## config.mk

```make
export PLATFORM = sky130hd
export DESIGN_NAME = dir_inval_ctrl
export DESIGN_NICKNAME = d
export VERILOG_FILES = /design/src/rtl/dirctl_pkg.sv /design/src/rtl/dirctl_entry.sv /design/src/rtl/dirctl_decide.sv /design/src/rtl/dir_inval_ctrl.sv
export SDC_FILE = /design/constraint.sdc
export NUM_CORES = 1
export LEC_CHECK = 0
export CAP_MARGIN = 20
export CORE_ASPECT_RATIO = 1.2
export CORE_UTILIZATION = 50
export DETAILED_ROUTE_END_ITERATION = 8
export PLACE_DENSITY = 0.76
export SLEW_MARGIN = 10
export SYNTH_ARGS = -nofsm -noshare
export SYNTH_HDL_FRONTEND = slang
export SYNTH_SLANG_ARGS = --single-unit
```

## constraint.sdc

```tcl
create_clock -name clk -period 6.2 [get_ports clk]
set_input_delay 1.55 -clock clk [delete_from_list [all_inputs] [get_ports clk]]
set_output_delay 1.55 -clock clk [all_outputs]
set_load 0.1 [all_outputs]
```

## src/rtl/dirctl_pkg.sv

```systemverilog
package dirctl_pkg;

    localparam int NCORE = 4;
    localparam int NBLK  = 4;
    localparam int VERW  = 3;
    localparam int CW    = $clog2(NCORE);
    localparam int BW    = $clog2(NBLK);
    localparam int AW    = $clog2(NCORE + 1);

    typedef enum logic [1:0] {
        RQ_READ = 2'd0,
        RQ_OWN  = 2'd1,
        RQ_WB   = 2'd2,
        RQ_NONE = 2'd3
    } req_kind_e;

    typedef enum logic [2:0] {
        RS_SHARED  = 3'd0,
        RS_EXCL    = 3'd1,
        RS_PEND    = 3'd2,
        RS_RETRY   = 3'd3,
        RS_WB_OK   = 3'd4,
        RS_WB_DROP = 3'd5
    } rsp_kind_e;

    typedef enum logic [1:0] {
        DS_IDLE = 2'd0,
        DS_SHR  = 2'd1,
        DS_EXC  = 2'd2,
        DS_BUSY = 2'd3
    } dstate_e;

    typedef struct packed {
        dstate_e            st;
        logic [NCORE-1:0]   holders;
        logic [CW-1:0]      owner;
        logic [VERW-1:0]    ver;
        logic [CW-1:0]      pend_core;
        logic               pend_own;
        logic [NCORE-1:0]   wait_mask;
        logic [AW-1:0]      acks_left;
    } dir_ent_t;

    function automatic logic [NCORE-1:0] core_bit(input logic [CW-1:0] c);
        logic [NCORE-1:0] m;
        m = '0;
        m[c] = 1'b1;
        return m;
    endfunction

    function automatic logic [AW-1:0] ones(input logic [NCORE-1:0] m);
        logic [AW-1:0] n;
        n = '0;
        for (int i = 0; i < NCORE; i++) n = n + AW'(m[i]);
        return n;
    endfunction

endpackage

```

## src/rtl/dirctl_entry.sv

```systemverilog
module dirctl_entry
    import dirctl_pkg::*;
(
    input  logic            clk,
    input  logic            rst,
    input  logic            upd_en,
    input  dir_ent_t        upd,
    input  logic            ack_hit,
    input  logic [CW-1:0]   ack_core,
    output dir_ent_t        ent,
    output logic            done
);

    logic take;

    // an acknowledgement counts only once and only from an invalidated core
    assign take = ack_hit && (ent.st == DS_BUSY) && ent.wait_mask[ack_core];
    assign done = take && (ent.acks_left == AW'(1));

    always_ff @(posedge clk) begin
        if (rst) begin
            ent <= '0;
        end else if (upd_en) begin
            ent <= upd;
        end else if (take) begin
            ent.wait_mask[ack_core] <= 1'b0;
            ent.acks_left           <= ent.acks_left - AW'(1);
            if (done) begin
                ent.holders <= core_bit(ent.pend_core);
                if (ent.pend_own) begin
                    ent.st    <= DS_EXC;
                    ent.owner <= ent.pend_core;
                    ent.ver   <= ent.ver + VERW'(1);
                end else begin
                    ent.st    <= DS_SHR;
                end
            end
        end
    end

    // outstanding count always equals the set of cores still to answer
    p_ack_count_r3: assert property (@(posedge clk) disable iff (rst)
        (ent.st == DS_BUSY) |-> (ent.acks_left == ones(ent.wait_mask) && ent.acks_left != '0));

    // an exclusive block has exactly one holder, its owner
    p_excl_sole_r4: assert property (@(posedge clk) disable iff (rst)
        (ent.st == DS_EXC) |-> ($countones(ent.holders) == 1 && ent.holders[ent.owner]));

    // version only ever advances by one
    p_ver_step_r6: assert property (@(posedge clk) disable iff (rst)
        (ent.ver != $past(ent.ver)) |-> (ent.ver == $past(ent.ver) + VERW'(1)));

endmodule

```

## src/rtl/dirctl_decide.sv

```systemverilog
module dirctl_decide
    import dirctl_pkg::*;
(
    input  req_kind_e           rq,
    input  logic [CW-1:0]       core,
    input  logic [VERW-1:0]     ver,
    input  dir_ent_t            ent,
    output logic                upd_en,
    output dir_ent_t            upd,
    output rsp_kind_e           kind,
    output logic [VERW-1:0]     rver,
    output logic [NCORE-1:0]    inv,
    output logic                mem_wr
);

    logic [NCORE-1:0] me;
    logic [NCORE-1:0] others;
    logic             busy;

    assign me     = core_bit(core);
    assign others = ent.holders & ~me;
    assign busy   = (ent.st == DS_BUSY);

    always_comb begin
        upd_en = 1'b0;
        upd    = ent;
        kind   = RS_RETRY;
        rver   = ent.ver;
        inv    = '0;
        mem_wr = 1'b0;
        unique case (rq)
            RQ_READ: begin
                if (busy) begin
                    kind = RS_RETRY;
                end else if (ent.st == DS_EXC && ent.owner != core) begin
                    upd_en         = 1'b1;
                    upd.st         = DS_BUSY;
                    upd.wait_mask  = core_bit(ent.owner);
                    upd.acks_left  = AW'(1);
                    upd.pend_core  = core;
                    upd.pend_own   = 1'b0;
                    inv            = core_bit(ent.owner);
                    kind           = RS_PEND;
                end else if (ent.st == DS_EXC) begin
                    kind = RS_SHARED;
                end else begin
                    upd_en      = 1'b1;
                    upd.st      = DS_SHR;
                    upd.holders = ent.holders | me;
                    kind        = RS_SHARED;
                end
            end
            RQ_OWN: begin
                if (busy) begin
                    kind = RS_RETRY;
                end else if (others == '0) begin
                    upd_en      = 1'b1;
                    upd.st      = DS_EXC;
                    upd.holders = me;
                    upd.owner   = core;
                    upd.ver     = ent.ver + VERW'(1);
                    rver        = ent.ver + VERW'(1);
                    kind        = RS_EXCL;
                end else begin
                    upd_en         = 1'b1;
                    upd.st         = DS_BUSY;
                    upd.wait_mask  = others;
                    upd.acks_left  = ones(others);
                    upd.pend_core  = core;
                    upd.pend_own   = 1'b1;
                    inv            = others;
                    kind           = RS_PEND;
                end
            end
            RQ_WB: begin
                if (ent.st == DS_EXC && ent.owner == core && ent.ver == ver) begin
                    upd_en      = 1'b1;
                    upd.st      = DS_IDLE;
                    upd.holders = '0;
                    mem_wr      = 1'b1;
                    kind        = RS_WB_OK;
                end else begin
                    kind = RS_WB_DROP;
                end
            end
            default: begin
                kind = RS_RETRY;
            end
        endcase
    end

endmodule

```

## src/rtl/dir_inval_ctrl.sv

```systemverilog
module dir_inval_ctrl
    import dirctl_pkg::*;
(
    input  logic                clk,
    input  logic                rst,
    input  logic                req_valid,
    input  logic [1:0]          req_kind,
    input  logic [CW-1:0]       req_core,
    input  logic [BW-1:0]       req_blk,
    input  logic [VERW-1:0]     req_ver,
    input  logic                ack_valid,
    input  logic [CW-1:0]       ack_core,
    input  logic [BW-1:0]       ack_blk,
    output logic                resp_valid,
    output logic [2:0]          resp_kind,
    output logic [CW-1:0]       resp_core,
    output logic [BW-1:0]       resp_blk,
    output logic [VERW-1:0]     resp_ver,
    output logic                inv_valid,
    output logic [NCORE-1:0]    inv_mask,
    output logic [BW-1:0]       inv_blk,
    output logic                cmpl_valid,
    output logic                cmpl_excl,
    output logic [CW-1:0]       cmpl_core,
    output logic [BW-1:0]       cmpl_blk,
    output logic [VERW-1:0]     cmpl_ver,
    output logic                mem_wr_en,
    output logic [BW-1:0]       mem_wr_blk
);

    dir_ent_t           ents [NBLK];
    logic [NBLK-1:0]    done;
    logic               d_upd_en;
    dir_ent_t           d_upd;
    rsp_kind_e          d_kind;
    logic [VERW-1:0]    d_rver;
    logic [NCORE-1:0]   d_inv;
    logic               d_mem_wr;
    logic [BW-1:0]      done_idx;
    dir_ent_t           done_ent;

    dirctl_decide u_decide (
        .rq     (req_kind_e'(req_kind)),
        .core   (req_core),
        .ver    (req_ver),
        .ent    (ents[req_blk]),
        .upd_en (d_upd_en),
        .upd    (d_upd),
        .kind   (d_kind),
        .rver   (d_rver),
        .inv    (d_inv),
        .mem_wr (d_mem_wr)
    );

    for (genvar b = 0; b < NBLK; b++) begin : g_ent
        dirctl_entry u_entry (
            .clk      (clk),
            .rst      (rst),
            .upd_en   (req_valid && d_upd_en && (req_blk == BW'(b))),
            .upd      (d_upd),
            .ack_hit  (ack_valid && (ack_blk == BW'(b))),
            .ack_core (ack_core),
            .ent      (ents[b]),
            .done     (done[b])
        );
    end

    // one acknowledgement per cycle, so at most one entry completes
    always_comb begin
        done_idx = '0;
        for (int i = 0; i < NBLK; i++) begin
            if (done[i]) done_idx = BW'(i);
        end
    end
    assign done_ent = ents[done_idx];

    always_ff @(posedge clk) begin
        if (rst) begin
            resp_valid <= 1'b0;
            resp_kind  <= '0;
            resp_core  <= '0;
            resp_blk   <= '0;
            resp_ver   <= '0;
            inv_valid  <= 1'b0;
            inv_mask   <= '0;
            inv_blk    <= '0;
            cmpl_valid <= 1'b0;
            cmpl_excl  <= 1'b0;
            cmpl_core  <= '0;
            cmpl_blk   <= '0;
            cmpl_ver   <= '0;
            mem_wr_en  <= 1'b0;
            mem_wr_blk <= '0;
        end else begin
            resp_valid <= req_valid;
            resp_kind  <= d_kind;
            resp_core  <= req_core;
            resp_blk   <= req_blk;
            resp_ver   <= d_rver;
            inv_valid  <= req_valid && (d_inv != '0);
            inv_mask   <= d_inv;
            inv_blk    <= req_blk;
            mem_wr_en  <= req_valid && d_mem_wr;
            mem_wr_blk <= req_blk;
            cmpl_valid <= |done;
            cmpl_excl  <= done_ent.pend_own;
            cmpl_core  <= done_ent.pend_core;
            cmpl_blk   <= done_idx;
            cmpl_ver   <= done_ent.pend_own ? done_ent.ver + VERW'(1) : done_ent.ver;
        end
    end

    // the requester is never told to invalidate its own copy
    p_inv_skips_req_r2: assert property (@(posedge clk) disable iff (rst)
        inv_valid |-> !inv_mask[resp_core]);

    // an invalidate always accompanies a pending answer for the same block
    p_inv_with_pend_r2: assert property (@(posedge clk) disable iff (rst)
        inv_valid |-> (resp_valid && resp_kind == 3'(RS_PEND) && inv_blk == resp_blk));

    // memory is written only for an accepted write-back
    p_mem_wr_ok_r7: assert property (@(posedge clk) disable iff (rst)
        mem_wr_en |-> (resp_valid && resp_kind == 3'(RS_WB_OK) && mem_wr_blk == resp_blk));

    // every request is answered in the following cycle
    p_resp_follows_r11: assert property (@(posedge clk) disable iff (rst)
        req_valid |=> resp_valid);

endmodule

```

==> results of run 1 <==
registers in the layout, summed over array words and instances, names as in the netlist:
register,cells
cmpl_blk,2
cmpl_core,2
cmpl_excl,1
cmpl_valid,1
cmpl_ver,3
g_ent.u_entry.ent,84
inv_mask,4
inv_valid,1
mem_wr_blk,2
mem_wr_en,1
resp_core,2
resp_kind,3
resp_valid,1
resp_ver,3
layout make-up:
| cell class | instances | share of cell area |
|---|---|---|
| Timing Repair Buffer | 55 | 0.0718 |
| Inverter | 28 | 0.0146 |
| Clock buffer | 9 | 0.0312 |
| Sequential cell | 110 | 0.305 |
| Multi-Input combinational cell | 515 | 0.539 |
| Tap cell | 164 | 0.0285 |
| Clock inverter | 7 | 0.00919 |
metal layers:
metal  vias up  GRT usage  routed length (um)
met5         -          0                   0
met4         0      0.179                 945
met3        83     0.0447                2070
met2       415      0.495                9850
met1      3014      0.407                8120
li1       2736          -                   -
report_power, final:
part           total, mW  switching [mW]  leakage (nW)  internal, mW
registers          0.734          0.0129         0.891         0.721
logic              0.220           0.155          1.33        0.0651
clock network      0.588           0.305         0.146         0.284
total               1.54           0.473          2.37          1.07
through the flow:
step           total power [mW]   util  cells  setup WS [ps]  instance area, um2
2_1_floorplan             0.909      -    715           1900                6490
5_1_grt                    1.58  0.569    888           1000                7210
3_5_place_dp              0.965  0.546    872            909                6920
3_3_place_gp              0.962  0.546    872            957                6920
4_1_cts                    1.53  0.569    888           1280                7210
6_report                   1.54  0.569    888           1220                7210
cell usage in the layout (no fill, tap or decap), drive strengths merged, types with 17 or more instances in the layout:
master         synthesis  final
nand2                 55     55
mux4                  25     25
a21oi                 57     57
ha                    17     17
xnor2                 17     17
dfxtp                110    110
nor2                  18     18
nand3                 36     36
inv                   28     31
clkdlybuf4s50          0     44
o21ai                 22     22
o211ai                26     26
nor3                  37     37
a211oi                43     43
worst max-delay path, cell delays in order:
cell and delay [ps]:
clkdlybuf4s50_1 460, buf_4 380, mux4_2 310, o21ai_0 300, ha_1 370, nand3_1 110
o22ai_1 170, o21ai_1 730, mux2_2 480, nor3_1 230, a311oi_1 80
cell families after synthesis:
group / after synthesis / synth area share
buf+inv: 90 / 0.0634
flops: 110 / 0.339
xor+xnor: 26 / 0.0374
fa+ha+maj: 18 / 0.0359
mux: 35 / 0.103
simple gates: 214 / 0.176
compound gates: 222 / 0.245
worst min path at each step:
stage                                            endpoint  slack (ps)  cells after the start
finish              g_ent[2].u_entry.ent[13]$_SDFFE_PP0P_         500                      2
global route         g_ent[0].u_entry.ent[6]$_SDFFE_PP0P_         520                      2
CTS                 g_ent[2].u_entry.ent[13]$_SDFFE_PP0P_         500                      2
detailed placement  g_ent[2].u_entry.ent[13]$_SDFFE_PP0P_         480                      2
global placement    g_ent[2].u_entry.ent[14]$_SDFFE_PP0P_         470                      2
floorplan           g_ent[2].u_entry.ent[13]$_SDFFE_PP0P_         460                      2
==> impl_metrics.json, run 1 <==
{
  "r2r-start": "g_ent[3].u_entry.ent[15]$_SDFFE_PP0P_",
  "yosysSeqAreaShare": 0.339,
  "status": "completed",
  "area_delta_synth_final_pct": 11.1,
  "synth_top_area_frac": 0.339,
  "vias": 6248,
  "fmax_mhz": 201,
  "synth_warnings": 0,
  "synth_edf_count": 0,
  "post_cts_buffers": 0,
  "gp_congestion": 0.937,
  "core_region_area_mm2": 0.0127,
  "root_buffer": "clkbuf_16",
  "finClkSkew_ps": 14.4,
  "clockBufferDepth": 2,
  "ctsHoldBuffers": 0,
  "crit_start": "req_blk[1]",
  "via_per_inst": 7.04,
  "nNetsFinal": 754,
  "track_usage": 0.312,
  "drcViolationCount": 0,
  "ff2ff_path_depth": 9,
  "synth.cell_area_mm2": 0.00649,
  "hp-start": "g_ent[2].u_entry.ent[13]$_SDFFE_PP0P_",
  "ir_drop_mv": 0.133,
  "synth_ff_type": "dfxtp_1",
  "fin_setup_tns_ps": 0,
  "cts_sinks": 110,
  "cp_max_fo": 30,
  "first_pass_iters": 8,
  "powerDensity_mw_per_mm2": 214,
  "crit_required_ps": 6410,
  "crit_type": "input pin to register",
  "grt_pass1_vias": 5890,
  "min_path_type": "register to register",
  "cp.arrival_ps": 5190,
  "crit_end": "g_ent[3].u_entry.ent[11]$_SDFFE_PP0P_",
  "dp_hpwl_um": 14000,
  "synth.avg_cell_area_um2": 9.08,
  "io_buffers": 46,
  "drive_gt1_frac": 0.102,
  "tightestPinTransition_ps": 1020,
  "netlist-cell-type-count": 67,
  "async_flop_share": 0,
  "num_rows": 45,
  "postRouteAntennaNets": 0,
  "ioPinCount": 47,
  "hold_ws_ps": 496,
  "wirelength_um": 21000,
  "period_share": 0.804,
  "syn_nets": 750,
  "r2r_slack_ps": 2920,
  "start_util": 0.512,
  "dieArea_mm2": 0.0134,
  "die_h_um": 127,
  "synth_common_cells": "dfxtp_1 (110), a21oi_1 (57), nand2_1 (54)",
  "rsz0062_at_grt": "no",
  "yosysTopAreaCell": "dfxtp_1",
  "setup_viol": 0,
  "cp-end-kind": "register",
  "regArea_mm2": 0.00220,
  "routedWlPerCell_um": 23.6,
  "clk_pin_slew_ps": 80,
  "initialDrtViolationCount": 901,
  "n_fill_cell": 1103,
  "synth_cells": 715,
  "htree_levels": 3,
  "drv_cap": 0,
  "synth_most_common_cell": "dfxtp_1",
  "multi_input_area_mm2": 0.00389,
  "finalHoldViolations": 0,
  "start_kind": "input pin",
  "synth.area.top_cells": "dfxtp_1 (34%), mux4_2 (8.7%), a211oi_1 (5.0%), a21oi_1 (4.4%), ha_1 (3.3%)",
  "ys_ff_latch": 110,
  "clock_latency_ps": 360,
  "cts_resized": 0,
  "cts_buffers": 9,
  "fin_crit_ps": 4980,
  "slew_headroom": 0.315,
  "antenna_found_initial": 0,
  "grt_max_degree": 74,
  "overflow": 0,
  "leakagePower_nw": 2.37,
  "drv_slew": 0,
  "cts_tree": "built",
  "grt_pass1_wl_um": 32200,
  "die_w_um": 106,
  "r2r-end": "g_ent[3].u_entry.ent[2]$_SDFFE_PP0P_",
  "antennaDiodeCount": 0
}
Power figures use the tool's default switching activity.
==> inputs of run 2 (changes only) <==
Clock period 6.2 ns to 5.2 ns, I/O delays scaled along.
==> run 2 against run 1 <==
Highest routed layer unchanged; sequential share of layout area is 0.33 points lower; wire length increased by 2.2%; worst setup slack got worse by 450 ps; final cell count increased by 0.68%; flip-flop and latch count did not move; die area is the same; non-clock buffer count up 6; clock skew decreased by 6.4 ps; sequential power increased by 19%; combinational power up 24%; design area up 1.1%.
==> impl_metrics.json, run 2 (synthesis results as in run 1) <==
{
  "core_region_area_mm2": 0.0127,
  "track_usage": 0.325,
  "routedWlPerCell_um": 24.0,
  "largest_reg_flops": 84,
  "grt_max_degree": 61,
  "holdPathEnd": "g_ent[1].u_entry.ent[13]$_SDFFE_PP0P_",
  "slowest_stage": "clkdlybuf4s50_1",
  "ir_drop_mv": 0.159,
  "r2r-start": "g_ent[3].u_entry.ent[15]$_SDFFE_PP0P_",
  "cp_max_fo": 60,
  "r2r_slack_ps": 2110,
  "fin_crit_ps": 4430,
  "rsz0062_at_grt": "no",
  "start_kind": "input pin",
  "cp_num_buf_inv": 2,
  "layout_setup_ws_ps": 769,
  "finalHoldViolations": 0,
  "hold_depth": 2,
  "wirelength_um": 21400,
  "first_pass_iters": 6,
  "placed_cell_area_mm2": 0.00699,
  "post_cts_buffers": 0,
  "drv_cap": 0,
  "num_rows": 45,
  "drv_slew": 0,
  "area_delta_synth_final_pct": 12.3,
  "crit_start": "req_blk[1]",
  "crit_path_max_incr_delay_ps": 720,
  "ctsHoldBuffers": 0,
  "antenna_found_initial": 0,
  "cp_cell_sequence": "clkdlybuf4s50_1 > buf_4 > mux4_2 > or3b_1 > nor3_4 > mux2_4 > nor2_2 > o221ai_1",
  "cts_resized": 0,
  "fmax_mhz": 226,
  "cp-end-kind": "register",
  "nNetsFinal": 760,
  "die_h_um": 127,
  "finClkSkew_ps": 8.00,
  "largestRegisters": "g_ent.u_entry.ent x84, inv_mask x4",
  "post-route-cell-area_mm2": 0.00729,
  "setup_viol": 0,
  "htree_levels": 3,
  "cts_sinks": 110,
  "cp.arrival_ps": 4640,
  "drcViolationCount": 0,
  "ff2ff_path_depth": 10,
  "slew_headroom": 0.336,
  "gp_congestion": 0.924,
  "grt_pass1_wl_um": 33900,
  "clock_latency_ps": 360,
  "via_per_inst": 7.09,
  "min_path_type": "register to register",
  "clockBufferDepth": 2,
  "dp_hpwl_um": 14600,
  "die_w_um": 106,
  "io_buffers": 46,
  "drive_gt1_frac": 0.108,
  "status": "completed",
  "crit_type": "input pin to register",
  "grt_pass1_vias": 5953,
  "tightestPinTransition_ps": 994,
  "critPathTopFamily": "simple AND/OR/NAND/NOR gates",
  "vias": 6338,
  "final_cells": 894,
  "regMostFlops": "g_ent.u_entry.ent",
  "leakagePower_nw": 2.40,
  "dieArea_mm2": 0.0134,
  "root_buffer": "clkbuf_16",
  "clk_pin_slew_ps": 70,
  "layout_common_cells": "dfxtp_1 (110), a21oi_1 (57), nand2_1 (54)",
  "fin_setup_tns_ps": 0,
  "hp-start": "g_ent[1].u_entry.ent[13]$_SDFFE_PP0P_",
  "dp.cells": 878,
  "final_common_cell": "dfxtp_1",
  "r2r-end": "g_ent[3].u_entry.ent[2]$_SDFFE_PP0P_",
  "ioPinCount": 47,
  "cts_tree": "built",
  "powerDensity_mw_per_mm2": 255,
  "antennaDiodeCount": 0,
  "postRouteAntennaNets": 0,
  "period_share": 0.852,
  "start_util": 0.512,
  "crit_required_ps": 5410,
  "cts_buffers": 9,
  "dp_slack_ps": 478,
  "initialDrtViolationCount": 937,
  "hold_ws_ps": 494,
  "overflow": 0
}
-- run 2: cell count changes in the layout (fill, tap and decap cells not counted), moves of 2 or more --
| cell | delta |
|---|---|
| buf_12 | +2 |
| clkinv_2 | -2 |
| clkinvlp_4 | +2 |
| buf_4 | +4 |
| inv_8 | -2 |
-- run 2: worst min-delay path: cells and delay by family (launching register included) --
family,cells,cell delay [ps]
compound gates,1,80
flops,1,310
simple gates,1,50
-- run 2: worst max-delay path by stage --
stage                                            endpoint  slack (ps)  depth (start not counted)
global placement     g_ent[1].u_entry.ent[8]$_SDFFE_PP0N_         580                          8
detailed placement  g_ent[1].u_entry.ent[15]$_SDFFE_PP0P_         480                          8
finish              g_ent[1].u_entry.ent[15]$_SDFFE_PP0P_         770                          8
CTS                 g_ent[1].u_entry.ent[15]$_SDFFE_PP0P_         840                          8
floorplan           g_ent[0].u_entry.ent[11]$_SDFFE_PP0P_        1150                         11
global route        g_ent[1].u_entry.ent[20]$_SDFFE_PP0P_         670                          8
-- run 2: area by class of cell --
class / count / area [um2]
clock buffers: 10 / 229
clock inverters: 6 / 71.3
fillers: 1100 / 5380
inverters: 28 / 105
multi-input cells: 515 / 3890
flip-flops and latches: 110 / 2200
well taps: 164 / 205
repair buffers: 61 / 588
-- run 2: where the power goes --
part | switching [mW] | total, mW | internal, mW
sequential | 0.0162 | 0.876 | 0.860
combinational | 0.190 | 0.272 | 0.0824
clock | 0.332 | 0.710 | 0.378
-- run 2: metrics by stage --
stage | utilization | total power [mW]
global route | 0.576 | 1.90
CTS | 0.576 | 1.85
detailed placement | 0.552 | 1.16
global placement | 0.552 | 1.15
finish | 0.576 | 1.86
floorplan | - | 1.08
-- run 2: per-layer routing --
metal | track usage | vias up | share of wire
met1 | 0.419 | 3003 | 0.38
met5 | 0 | - | 0
met4 | 0.189 | 0 | 0.056
met3 | 0.0740 | 101 | 0.11
met2 | 0.499 | 495 | 0.46
li1 | - | 2739 | -
==> inputs of run 3 (changes only) <==
--- a/config.mk
+++ b/config.mk
@@ -9,4 +9,5 @@
 export CORE_ASPECT_RATIO = 1.2
 export CORE_UTILIZATION = 50
+export CTS_CLUSTER_SIZE = 16
 export DETAILED_ROUTE_END_ITERATION = 8
 export PLACE_DENSITY = 0.76
==> constraint.sdc (replaced) <==
create_clock -name clk -period 5.2 [get_ports clk]
set_input_delay 1.3 -clock clk [delete_from_list [all_inputs] [get_ports clk]]
set_output_delay 1.3 -clock clk [all_outputs]
set_load 0.02 [all_outputs]
==> results of run 3 <==
The final DEF is identical to that of run 2. Status: completed.
Main changes from that run: total power 1.86 mW -> 1.82 mW; worst IR drop on VDD 0.159 mV -> 0.158 mV
